==> config.mk <==
export PLATFORM = sky130hd
export DESIGN_NAME = fp32_to_bf16_cvt
export DESIGN_NICKNAME = d
export VERILOG_FILES = /design/src/rtl/bf16_cvt_pkg.sv /design/src/rtl/fp32_classifier.sv /design/src/rtl/fp32_rne_rounder.sv /design/src/rtl/bf16_result_select.sv /design/src/rtl/fp32_to_bf16_cvt.sv
export SDC_FILE = /design/constraint.sdc
export NUM_CORES = 1
export LEC_CHECK = 0
export ABC_CLOCK_PERIOD_IN_PS = 1050
export CORE_AREA = 3 3 68 70
export CTS_CLUSTER_DIAMETER = 60
export DETAILED_ROUTE_END_ITERATION = 6
export DIE_AREA = 0 0 71 73
export GPL_TIMING_DRIVEN = 0
export PLACE_DENSITY_LB_ADDON = 0.25
export SLEW_MARGIN = 20
export SYNTH_ARGS = -nofsm -noshare
export SYNTH_HDL_FRONTEND = slang
export SYNTH_SLANG_ARGS = --single-unit
==> constraint.sdc <==
create_clock -name clk -period 1.05 [get_ports clk]
set_clock_uncertainty 0.05 [all_clocks]
set_input_delay 0.1575 -clock clk [delete_from_list [all_inputs] [get_ports clk]]
set_output_delay 0.1575 -clock clk [all_outputs]
set_load 0.02 [all_outputs]
==> src/rtl/bf16_cvt_pkg.sv <==
package bf16_cvt_pkg;
    localparam int FP_W   = 32;
    localparam int BF_W   = 16;
    localparam int EXP_W  = 8;
    localparam int MAN_W  = FP_W - EXP_W - 1;
    localparam int DROP_W = FP_W - BF_W;
    localparam int QUIET_BIT = MAN_W - 1 - DROP_W;

    typedef enum logic [1:0] {
        CLS_ZERO = 2'd0,
        CLS_INF  = 2'd1,
        CLS_NAN  = 2'd2,
        CLS_NORM = 2'd3
    } fp_class_e;
endpackage

==> src/rtl/fp32_classifier.sv <==
module fp32_classifier
    import bf16_cvt_pkg::*;
(
    input  logic [FP_W-1:0] word_i,
    output fp_class_e       cls_o
);
    logic [EXP_W-1:0] exp_field;
    logic [MAN_W-1:0] man_field;
    logic             exp_zero;
    logic             exp_ones;
    logic             man_zero;

    assign exp_field = word_i[FP_W-2 -: EXP_W];
    assign man_field = word_i[MAN_W-1:0];
    assign exp_zero  = (exp_field == '0);
    assign exp_ones  = (exp_field == '1);
    assign man_zero  = (man_field == '0);

    always_comb begin
        if (exp_zero)
            cls_o = CLS_ZERO;
        else if (exp_ones && man_zero)
            cls_o = CLS_INF;
        else if (exp_ones)
            cls_o = CLS_NAN;
        else
            cls_o = CLS_NORM;
    end
endmodule

==> src/rtl/fp32_rne_rounder.sv <==
module fp32_rne_rounder
    import bf16_cvt_pkg::*;
(
    input  logic [FP_W-1:0] word_i,
    output logic [BF_W-1:0] rounded_o
);
    localparam logic [FP_W-1:0] HALF_LESS_ONE = FP_W'((64'd1 << (DROP_W - 1)) - 64'd1);

    logic [FP_W-1:0] bias;
    logic [FP_W-1:0] sum;

    assign bias      = HALF_LESS_ONE + {{(FP_W-1){1'b0}}, word_i[DROP_W]};
    assign sum       = word_i + bias;
    assign rounded_o = sum[FP_W-1:DROP_W];
endmodule

==> src/rtl/bf16_result_select.sv <==
module bf16_result_select
    import bf16_cvt_pkg::*;
(
    input  fp_class_e       cls_i,
    input  logic [FP_W-1:0] word_i,
    input  logic [BF_W-1:0] rounded_i,
    output logic [BF_W-1:0] result_o
);
    logic [BF_W-1:0] upper;

    assign upper = word_i[FP_W-1:DROP_W];

    always_comb begin
        result_o = upper;
        unique case (cls_i)
            CLS_ZERO: result_o = {word_i[FP_W-1], {(BF_W-1){1'b0}}};
            CLS_INF:  result_o = upper;
            CLS_NAN: begin
                result_o            = upper;
                result_o[QUIET_BIT] = 1'b1;
            end
            CLS_NORM: result_o = rounded_i;
            default:  result_o = upper;
        endcase
    end
endmodule

==> src/rtl/fp32_to_bf16_cvt.sv <==
module fp32_to_bf16_cvt
    import bf16_cvt_pkg::*;
#(
    parameter int OUT_REG = 1
) (
    input  logic            clk,
    input  logic            rst_n,
    input  logic            in_valid,
    input  logic [31:0]     fp_in,
    output logic            out_valid,
    output logic [15:0]     bf_out
);
    fp_class_e       cls;
    logic [BF_W-1:0] rounded;
    logic [BF_W-1:0] result;

    fp32_classifier u_classify (
        .word_i (fp_in),
        .cls_o  (cls)
    );

    fp32_rne_rounder u_round (
        .word_i    (fp_in),
        .rounded_o (rounded)
    );

    bf16_result_select u_select (
        .cls_i     (cls),
        .word_i    (fp_in),
        .rounded_i (rounded),
        .result_o  (result)
    );

    generate
        if (OUT_REG != 0) begin : g_stage
            typedef enum logic { ST_EMPTY = 1'b0, ST_HOLDING = 1'b1 } stage_e;
            stage_e          state_q;
            logic [BF_W-1:0] data_q;

            always_ff @(posedge clk or negedge rst_n) begin
                if (!rst_n) begin
                    state_q <= ST_EMPTY;
                    data_q  <= '0;
                end else begin
                    state_q <= in_valid ? ST_HOLDING : ST_EMPTY;
                    data_q  <= in_valid ? result : data_q;
                end
            end

            always_comb begin
                unique case (state_q)
                    ST_HOLDING: out_valid = 1'b1;
                    default:    out_valid = 1'b0;
                endcase
                bf_out = data_q;
            end

            p_valid_lat_r7: assert property (@(posedge clk) disable iff (!rst_n)
                in_valid |=> out_valid);
            p_idle_lat_r7: assert property (@(posedge clk) disable iff (!rst_n)
                !in_valid |=> !out_valid);
            p_data_lat_r7: assert property (@(posedge clk) disable iff (!rst_n)
                in_valid |=> (bf_out == $past(result)));
            always_comb begin
                if (!rst_n) begin
                    p_reset_clear_r7: assert (!out_valid && bf_out == '0);
                end
            end
        end else begin : g_comb
            assign out_valid = in_valid;
            assign bf_out    = result;
        end
    endgenerate

    p_zero_flush_r1: assert property (@(posedge clk) disable iff (!rst_n)
        (fp_in[30:23] == 8'h00) |-> (result == {fp_in[31], 15'h0000}));
    p_inf_pass_r2: assert property (@(posedge clk) disable iff (!rst_n)
        (cls == CLS_INF) |-> (result == fp_in[31:16]));
    p_nan_quiet_r3: assert property (@(posedge clk) disable iff (!rst_n)
        (cls == CLS_NAN) |-> (result[14:7] == 8'hFF && result[6] && result[15] == fp_in[31]));
    p_norm_exp_r4: assert property (@(posedge clk) disable iff (!rst_n)
        (cls == CLS_NORM) |-> (result[14:7] != 8'h00 && result[15] == fp_in[31]));
    p_carry_inf_r6: assert property (@(posedge clk) disable iff (!rst_n)
        (cls == CLS_NORM && fp_in[30:15] == 16'hFEFF) |-> (result[14:0] == 15'h7F80));
endmodule

After elaboration in Yosys (flattened, before gate mapping)
Index checks and enable logic that the tools add are counted.
{"block": "totals", "reg_bits": 17, "in_bits": 35, "output_inout_bits": 17, "elab_cells": 18}
{"block": "classes", "mux": 6, "n_eq_ne": 4, "n_reduce_logical": 4, "addsub": 2}
{"cell": "one-hot mux 16 bit (4 select lines)", "n": 1}
{"cell": "adder 32 bit", "n": 1}
{"cell": "logical NOT 23 bit", "n": 1}
{"cell": "adder 15 x 1 -> 16 bit (first input constant)", "n": 1}
{"cell": "== test 8 bit (second input constant)", "n": 1}
{"cell": "logical NOT 8 bit", "n": 1}
{"cell": "== test 2 bit (second input constant)", "n": 2}
{"cell": "2-to-1 mux 2 bit", "n": 2}
{"cell": "2-to-1 mux 1 bit", "n": 3}
{"cell": "== test 2 x 1 -> 1 bit (second input constant)", "n": 1}
{"cell": "logical NOT 2 bit", "n": 1}
{"cell": "logical AND 1 bit", "n": 1}

Logic depth before layout (Yosys ltp)
Gate-level depths: netlist (run 1).
{"block": "logic_depth", "ltp_word": 6, "ltp_mapped": 9, "depth_no_buf": 8}

By module
Synthesis (run 1) repeated with hierarchy kept, for this count alone.
{"block": "hier_totals", "hier_cells": 139, "hier_area_um2": 1574.0}
{"module": "fp32_to_bf16_cvt", "area_each_um2": 674.4, "seq_area_each_um2": 425.4, "cells_each": 35, "instances": 1}
{"module": "bf16_result_select", "area_each_um2": 399.1, "seq_area_each_um2": 0.0, "cells_each": 38, "instances": 1}
{"module": "fp32_rne_rounder", "area_each_um2": 377.9, "seq_area_each_um2": 0.0, "cells_each": 49, "instances": 1}
{"module": "fp32_classifier", "area_each_um2": 122.6, "seq_area_each_um2": 0.0, "cells_each": 17, "instances": 1}

Worst setup path before layout (run 1)
No wires, ideal clock.
{"block": "synth_path", "path_kind": "input -> register", "from": "input fp_in[16]", "to": "register g_stage.data_q[1], in the netlist bf_out[1]", "path_stages": 9, "path_slack_ns": -1.221, "n_path_buf": 1, "setup_time_ns": 0.121, "arrival_time_ns": 2.100, "t_required_ns": 0.879, "cell_sequence": "buf_6 inv_1 ha_1 a211oi_1 o2111ai_1 a211oi_2 nor3_2 xor2_1 a22o_1"}
{"block": "synth_between", "elab_chain_cells": 6, "elab_cells_between_ends": 11, "cone_classes": "add/sub (2); eq/ne (3); mux (3); reduce/logical (3)"}
{"element": "start, declared", "line_no": "fp32_to_bf16_cvt.sv:9", "rtl": "input logic [31:0] fp_in,"}
{"element": "branches (longest 5 deep; another with adder 32 bit)"}
{"element": "one-hot mux 16 bit (4 select lines) (*)", "line_no": "bf16_result_select.sv:15", "rtl": "unique case (cls_i)"}
{"element": "end signal, assigned", "line_no": "fp32_to_bf16_cvt.sv:46", "rtl": "data_q <= in_valid ? result : data_q;"}
{"element": "end, declared", "line_no": "fp32_to_bf16_cvt.sv:38", "rtl": "logic [BF_W-1:0] data_q;"}
Every way passes the cells marked *.
A chain may end at the register's enable or synchronous reset.

Worst setup path after layout (run 1)
{"block": "layout_path", "from": "input fp_in[9]", "to": "register g_stage.data_q[11], in the netlist bf_out[11]"}
{"block": "layout_between", "elab_chain_cells": 6, "elab_cells_between_ends": 10, "cone_classes": "add/sub (1); eq/ne (3); mux (3); reduce/logical (3)"}
{"element": "branches (longest 5 deep; another with adder 32 bit)"}
{"element": "one-hot mux 16 bit (4 select lines) (*)", "line_no": "bf16_result_select.sv:15"}
Marks and branches as above.

==> summary.md, run 1 <==
| Metric | Value |
|---|---|
| Worst Hold Class | `in -> reg` |
| Layout fillers | `283` |
| CTS Sinks | `17` |
| CP Class | `in -> reg` |
| Synthesized instance count | `220` |
| Req. time, crit path | `1.20 ns` |
| Final WL | `7.42 mm` |
| Drt pass-1 iters | `5` |
| F_max | `0.447 GHz` |
| Setup WS post-layout | `-1.19 ns` |
| Root Buffer | `clkbuf_8` |
| Avg Synthesized Cell Area | `8.13 µm²` |
| CP Capture Type | `register` |
| R2r startpoint | `bf_out[4]$_DFFE_PN0P_` |
| Hold path startpoint | `fp_in[28]` |
| Pwr/cell area | `911 nW/µm²` |
| Worst Path Max Fanout | `5` |
| DRC | `0` |
| Synth Register Bits | `17` |
| Hold-fix buffers at CTS | `0` |
| Rel. slew slack | `48.3%` |
| Final period utilization | `213%` |
| First-pass GRT wire length | `10.6 mm` |
| Status | `complete, but fails checks` |
| I/O Pins | `52` |
| P&R area growth vs syn | `71.6%` |
| Port bufs | `49` |
| LEAKAGE | `1.22 nW` |
| Routed Antenna Nets | `0` |
| Row cnt | `23` |
| Cell Area, Synth | `1790 µm²` |
| Min Clock Period, post-route | `2.24 ns` |
| R2r setup slk | `0.05 ns` |
| Share of flip-flops with an asynchronous set or reset | `100%` |
| GR Overflow Total | `0` |
| Net count reported at finish | `349` |
| Clock Latency Late Sink | `0.26 ns` |
| Post-synth top flop | `dfrtp_1` |
| Synth top area share | `23.8%` |
| Syn_nets | `271` |
| Setup TNS | `-15.83 ns` |
| Number of global-route vias before repair | `2171` |
| Vias per inst | `6.75` |
| Number of max-cap violations | `0` |
| Routed WL per cell | `21.4 µm` |
| Cell Area, Placed | `2350 µm²` |
| Worst-margin pin slew | `0.773 ns` |
| Largest net degree at the start of global routing | `18` |
| Most frequent cell after synthesis | `nand2_1` |
| WP data arrival | `2.38 ns` |
| Final hold vios | `0` |
| RSZ-0062 raised after global routing | `true` |
| Antenna violations before repair | `0` |
| CTS Buf Count | `3` |
| Commonest cells post-synth | `22 x nand2_1, 20 x a21oi_1, 17 x dfrtp_1` |
| Initial Util | `44.4%` |
| CTS tree | `built` |
| Failing checks | `negative setup slack` |
| Yosys top cell by area | `dfrtp_1` |
| Crit path from | `fp_in[9]` |
| Core Area | `4030 µm²` |
| Max clock buf depth | `2` |
| Vias | `2341` |
| Die height | `73 µm` |
| Die ar. | `5180 µm²` |
| First DRT Iteration DRCs | `269` |
| Post-synth EDFFs | `0` |
| Fraction of layout cells with a size suffix above 1 | `40.4%` |
| Worst VDD drop | `0.000755 V` |
| N_diodes | `0` |
| Placer Congestion | `0.910` |
| Synth warn | `0` |
| Sequential cell area fraction in the yosys report | `23.8%` |
| Clock-pin slew on the worst setup and hold paths | `0.07 ns` |
| Final setup viols | `15` |
| Die Wd | `71 µm` |
| Final Instance Area | `3070 µm²` |
| Synth unique cells | `60` |
| H-tree depth | `1` |
| Max-slew violations | `0` |
| Kind of start point of the critical path | `input port` |
| HPWL after detailed placement | `4.02 mm` |
| Total track usage | `25.8%` |
| Top post-synthesis cells by area | `dfrtp_1 24%, ha_1 11%, a21oi_1 5.6%` |
==> routing by layer <==
layer	routed length, µm	vias up	GRT usage, %
met3	637	57	5.23
met4	516	0	10.4
met2	3430	173	41.7
met1	2830	1100	33.8
li1	-	1011	-
met5	0	-	0
==> critical path: stages <==
cell and delay [ns]:
clkdlybuf4s50_1 0.48, ha_4 0.33, buf_4 0.14, nand2_2 0.10
o31ai_4 0.32, a21oi_4 0.15, nor2_4 0.14, or4b_4 0.47
nand3_2 0.09
==> per-stage QoR <==
stage               total power [mW]  setup slack [ns]  cells  util (%)  hold WS [ns]
floorplan                       1.38             -1.20    220         -        -0.188
global placement                1.80             -2.06    319      58.3         0.433
detailed placement              1.81             -2.08    319      58.3         0.429
CTS                             2.58             -1.09    342      71.4         0.210
global route                    2.93             -1.23    347      76.2         0.219
finish                          2.80             -1.19    347      76.2         0.212
==> path summary, 6_finish.rpt <==
kind / end / cells after the start
setup reg to reg: bf_out[4]$_DFFE_PN0P_ / 3
setup / recovery: bf_out[11]$_DFFE_PN0P_ / 9
hold / removal: bf_out[12]$_DFFE_PN0P_ / 3
hold reg to reg: bf_out[15]$_DFFE_PN0P_ / 1
min in group asynchronous: bf_out[13]$_DFFE_PN0P_ / 1
max in group asynchronous: bf_out[2]$_DFFE_PN0P_ / 1
==> state kept, by name, summed over array words and instances (netlist names) <==
name	flops
bf_out	16
g_stage.state_q	1
==> report_power, final <==
part           switching (mW)  leakage, nW  total, mW  internal, mW
Sequential             0.0427        0.200      0.770         0.727
Combinational           0.835         1.00       1.54         0.703
Clock                   0.220       0.0228      0.489         0.270
==> final cells by class <==
| type | instances | area (µm²) | area share [%] |
|---|---|---|---|
| well taps | 50 | 62.6 | 2.04 |
| clock buffers | 4 | 45.0 | 1.47 |
| flip-flops and latches | 17 | 425 | 13.9 |
| inverters | 10 | 43.8 | 1.43 |
| plain buffers | 6 | 43.8 | 1.43 |
| repair buffers | 73 | 649 | 21.1 |
| multi-input cells | 187 | 1800 | 58.6 |
==> repair_timing <==
action | in CTS | in global routing
resized for setup | 140 | 39
buffers inserted | 18 | 6
setup endpoints to repair | 33 | 15
cloned | 1 | 0
endpoints found under the hold margin | 0 | 0
pin swaps | 30 | 31
==> cells by family (layout without fill, tap and decap cells) <==
kind of cell	after synthesis	count (layout)	share of synthesized area, %
AOI/OAI and AO/OA	69	69	28.6
xor gates and xnor gates	3	3	1.47
adders and majority gates	16	16	11.2
buffers and inverters	16	93	3.92
DFF	17	17	23.8
muxes	3	3	1.75
and+or+nand+nor	96	96	29.3
==> placed cells by master (no fill, tap or decap), types with 8 or more instances in the layout <==
| cell type | count |
|---|---|
| buf_2 | 19 |
| buf_4 | 17 |
| a21oi_2 | 8 |
| nor4_1 | 8 |
| ha_4 | 14 |
| a21oi_1 | 8 |
| nor2_1 | 9 |
| dfrtp_1 | 17 |
| clkdlybuf4s50_1 | 21 |
| nand3_1 | 11 |
| nand2_1 | 19 |
| nand4_1 | 8 |
| inv_1 | 8 |
(Power assumes the default switching activity.)
==> inputs of run 2 (changes only) <==
--- a/config.mk
+++ b/config.mk
@@ -7,7 +7,6 @@
 export LEC_CHECK = 0
 export ABC_CLOCK_PERIOD_IN_PS = 1050
 export CORE_AREA = 3 3 68 70
-export CTS_CLUSTER_DIAMETER = 60
 export DETAILED_ROUTE_END_ITERATION = 6
 export DIE_AREA = 0 0 71 73
 export GPL_TIMING_DRIVEN = 0
==> results of run 2 <==
The final DEF is identical to that of run 1; final timing and power are the same.
==> inputs of run 3 (changes only) <==
--- a/config.mk
+++ b/config.mk
@@ -11,6 +11,7 @@
 export DIE_AREA = 0 0 71 73
 export GPL_TIMING_DRIVEN = 0
 export PLACE_DENSITY_LB_ADDON = 0.25
+export SKIP_LAST_GASP = 1
 export SLEW_MARGIN = 20
 export SYNTH_ARGS = -nofsm -noshare
 export SYNTH_HDL_FRONTEND = slang
==> summary.md, run 3 (synthesized netlist as in run 1, its figures left out) <==
| Metric | Value |
|---|---|
| Post-Place Setup Slack | `-2.08 ns (unchanged)` |
| Worst VDD drop | `0.00102 V (was 0.000755 V)` |
| Power after layout | `2.79 mW (was 2.80 mW)` |
| RSZ-0062 raised after global routing | `true (unchanged)` |
| Number of global-route vias before repair | `2108 (was 2171)` |
| Failing checks | `negative setup slack (unchanged)` |
| Gate power share | `54.7% (was 55.0%)` |
| LEAKAGE | `1.29 nW (was 1.22 nW)` |
| Fraction of layout cells with a size suffix above 1 | `39.9% (was 40.4%)` |
| R2R depth | `3 (unchanged)` |
| Share of power burned in registers | `27.5% (about the same)` |
| Worst Hold Class | `in -> reg (unchanged)` |
| Final setup viols | `15 (unchanged)` |
| Antenna violations before repair | `0 (unchanged)` |
| I/O Pins | `52 (unchanged)` |
| Initial Util | `44.4% (unchanged)` |
| Placer Congestion | `0.910 (unchanged)` |
| Worst Path Max Fanout | `7 (was 5)` |
| Drt pass-1 iters | `4 (was 5)` |
| Max-slew violations | `0 (unchanged)` |
| First DRT Iteration DRCs | `203 (was 269)` |
| Max reg flops | `16 (unchanged)` |
| Int Pwr | `1.71 mW (was 1.70 mW)` |
| Root Buffer | `clkbuf_8 (unchanged)` |
| CP Capture Type | `register (unchanged)` |
| Most frequent cells in the layout | `19 x nand2_1, 18 x buf_2, 17 x dfrtp_1, 16 x buf_4 (was 21 x clkdlybuf4s50_1, 19 x buf_2, 19 x nand2_1, 17 x dfrtp_1, 17 x buf_4)` |
| Setup TNS | `-14.70 ns (was -15.83 ns)` |
| Final WL | `7.03 mm (was 7.42 mm)` |
| Commonest non-fill, non-tap cell in the layout | `nand2_1 (was clkdlybuf4s50_1)` |
| Sw frac | `38.8% (was 39.2%)` |
| Req. time, crit path | `1.12 ns (was 1.20 ns)` |
| Kind of start point of the critical path | `input port (unchanged)` |
| Net switching power | `1.08 mW (was 1.10 mW)` |
| Die ar. | `5180 µm² (unchanged)` |
| P&R area growth vs syn | `72.0% (was 71.6%)` |
| Routed Antenna Nets | `0 (unchanged)` |
| Total track usage | `25.5% (was 25.8%)` |
| Die height | `73 µm (unchanged)` |
| Port bufs | `49 (unchanged)` |
| Clock Latency Late Sink | `0.26 ns (about the same)` |
| Clock power share | `17.8% (was 17.5%)` |
| Cell Area, Placed | `2350 µm² (unchanged)` |
| Hold path depth | `3 (unchanged)` |
| Pwr/cell area | `908 nW/µm² (was 911 nW/µm²)` |
| Final Instance Area | `3080 µm² (was 3070 µm²)` |
| WP data arrival | `2.21 ns (was 2.38 ns)` |
| CTS Sinks | `17 (unchanged)` |
| CTS tree | `built (unchanged)` |
| CTS Buf Count | `3 (unchanged)` |
| Setup WS post-layout | `-1.09 ns (was -1.19 ns)` |
| Vias | `2240 (was 2341)` |
| Worst r2r dst | `bf_out[4]$_DFFE_PN0P_ (unchanged)` |
| CP Class | `in -> reg (unchanged)` |
| Min Clock Period, post-route | `2.14 ns (was 2.24 ns)` |
| Status | `complete, but fails checks (unchanged)` |
| Routed WL per cell | `20.2 µm (was 21.4 µm)` |
| R2r setup slk | `0.08 ns (was 0.05 ns)` |
| H-tree depth | `1 (unchanged)` |
| R2r startpoint | `bf_out[4]$_DFFE_PN0P_ (unchanged)` |
| DRC | `0 (unchanged)` |
| F_max | `0.468 GHz (was 0.447 GHz)` |
| Worst-margin pin slew | `0.756 ns (was 0.773 ns)` |
| Die Wd | `71 µm (unchanged)` |
| HPWL after detailed placement | `4.02 mm (unchanged)` |
| First-pass GRT wire length | `10.5 mm (was 10.6 mm)` |
| Vias per inst | `6.44 (was 6.75)` |
| Max clock buf depth | `2 (unchanged)` |
| Fin util | `76.4% (was 76.2%)` |
| Row cnt | `23 (unchanged)` |
| Final hold vios | `0 (unchanged)` |
| Final period utilization | `204% (was 213%)` |
| Largest net degree at the start of global routing | `18 (unchanged)` |
| Clock-pin slew on the worst setup and hold paths | `0.06 ns (was 0.07 ns)` |
| Number of max-cap violations | `0 (unchanged)` |
| Critical Path Sink | `bf_out[11]$_DFFE_PN0P_ (unchanged)` |
| Rel. slew slack | `49.4% (was 48.3%)` |
| Net count reported at finish | `350 (was 349)` |
| Core Area | `4030 µm² (unchanged)` |
| GR Overflow Total | `0 (unchanged)` |
| Hold path startpoint | `fp_in[28] (unchanged)` |
| N_diodes | `0 (unchanged)` |
| Crit path from | `fp_in[16] (was fp_in[9])` |
run 3: cell types whose count changed in the layout (fill, tap and decap cells not counted), moves of 2 or more:
| cell | change |
|---|---|
| nor3_2 | +2 |
| dlymetal6s2s_1 | +7 |
| buf_6 | +2 |
| clkdlybuf4s50_1 | -6 |
run 3: how the worst min path moves through the flow:
| stage | endpoint | slack, ns |
|---|---|---|
| global route | bf_out[12]$_DFFE_PN0P_ | 0.22 |
| detailed placement | bf_out[2]$_DFFE_PN0P_ | 0.43 |
| global placement | bf_out[6]$_DFFE_PN0P_ | 0.43 |
| CTS | bf_out[12]$_DFFE_PN0P_ | 0.21 |
| floorplan | bf_out[0]$_DFFE_PN0P_ | -0.19 |
| finish | bf_out[12]$_DFFE_PN0P_ | 0.20 |
run 3: power groups by stage:
stage	sequential [mW]	combinational [mW]	clock [mW]
finish	0.769	1.53	0.497
detailed placement	0.781	1.03	0
global route	0.775	1.62	0.530
floorplan	0.866	0.510	0
global placement	0.779	1.02	0
CTS	0.768	1.31	0.497
run 3: worst max-delay path, stage by stage:
cell and delay (ns):
buf_8 0.07, buf_6 0.10, clkinvlp_4 0.12, clkbuf_16 0.20
ha_4 0.31, nand2_4 0.07, o31ai_4 0.33, a211oi_4 0.12
buf_6 0.14, o311ai_0 0.46, nand3_2 0.11
run 3: per-layer routing:
layer  global-route usage [%]  wire length [µm]
met1                     33.9              2770
met2                     41.8              3360
met3                     5.51               610
met4                     7.72               284
met5                        0                 0
run 3: timing repair:
action / CTS / global route
hold buffers: 0 / 0
pin swaps: 30 / 26
setup endpoints to repair: 33 / 16
resized for setup: 132 / 48
gates cloned: 1 / 0
setup buffers: 18 / 7
run 3: metrics by stage:
step           hold WS (ns)  std cells
4_1_cts               0.210        342
2_1_floorplan        -0.188        220
5_1_grt               0.217        348
3_5_place_dp          0.429        319
3_3_place_gp          0.433        319
6_report              0.203        348
run 3: cell type report:
cell class                 count  area [µm²]
multi-input combinational    187        1780
fill                         271         951
timing repair buffer          74         683
sequential                    17         425
tap                           50        62.6
clock buffer                   4        45.0
buffer                         6        43.8
inverter                      10        41.3
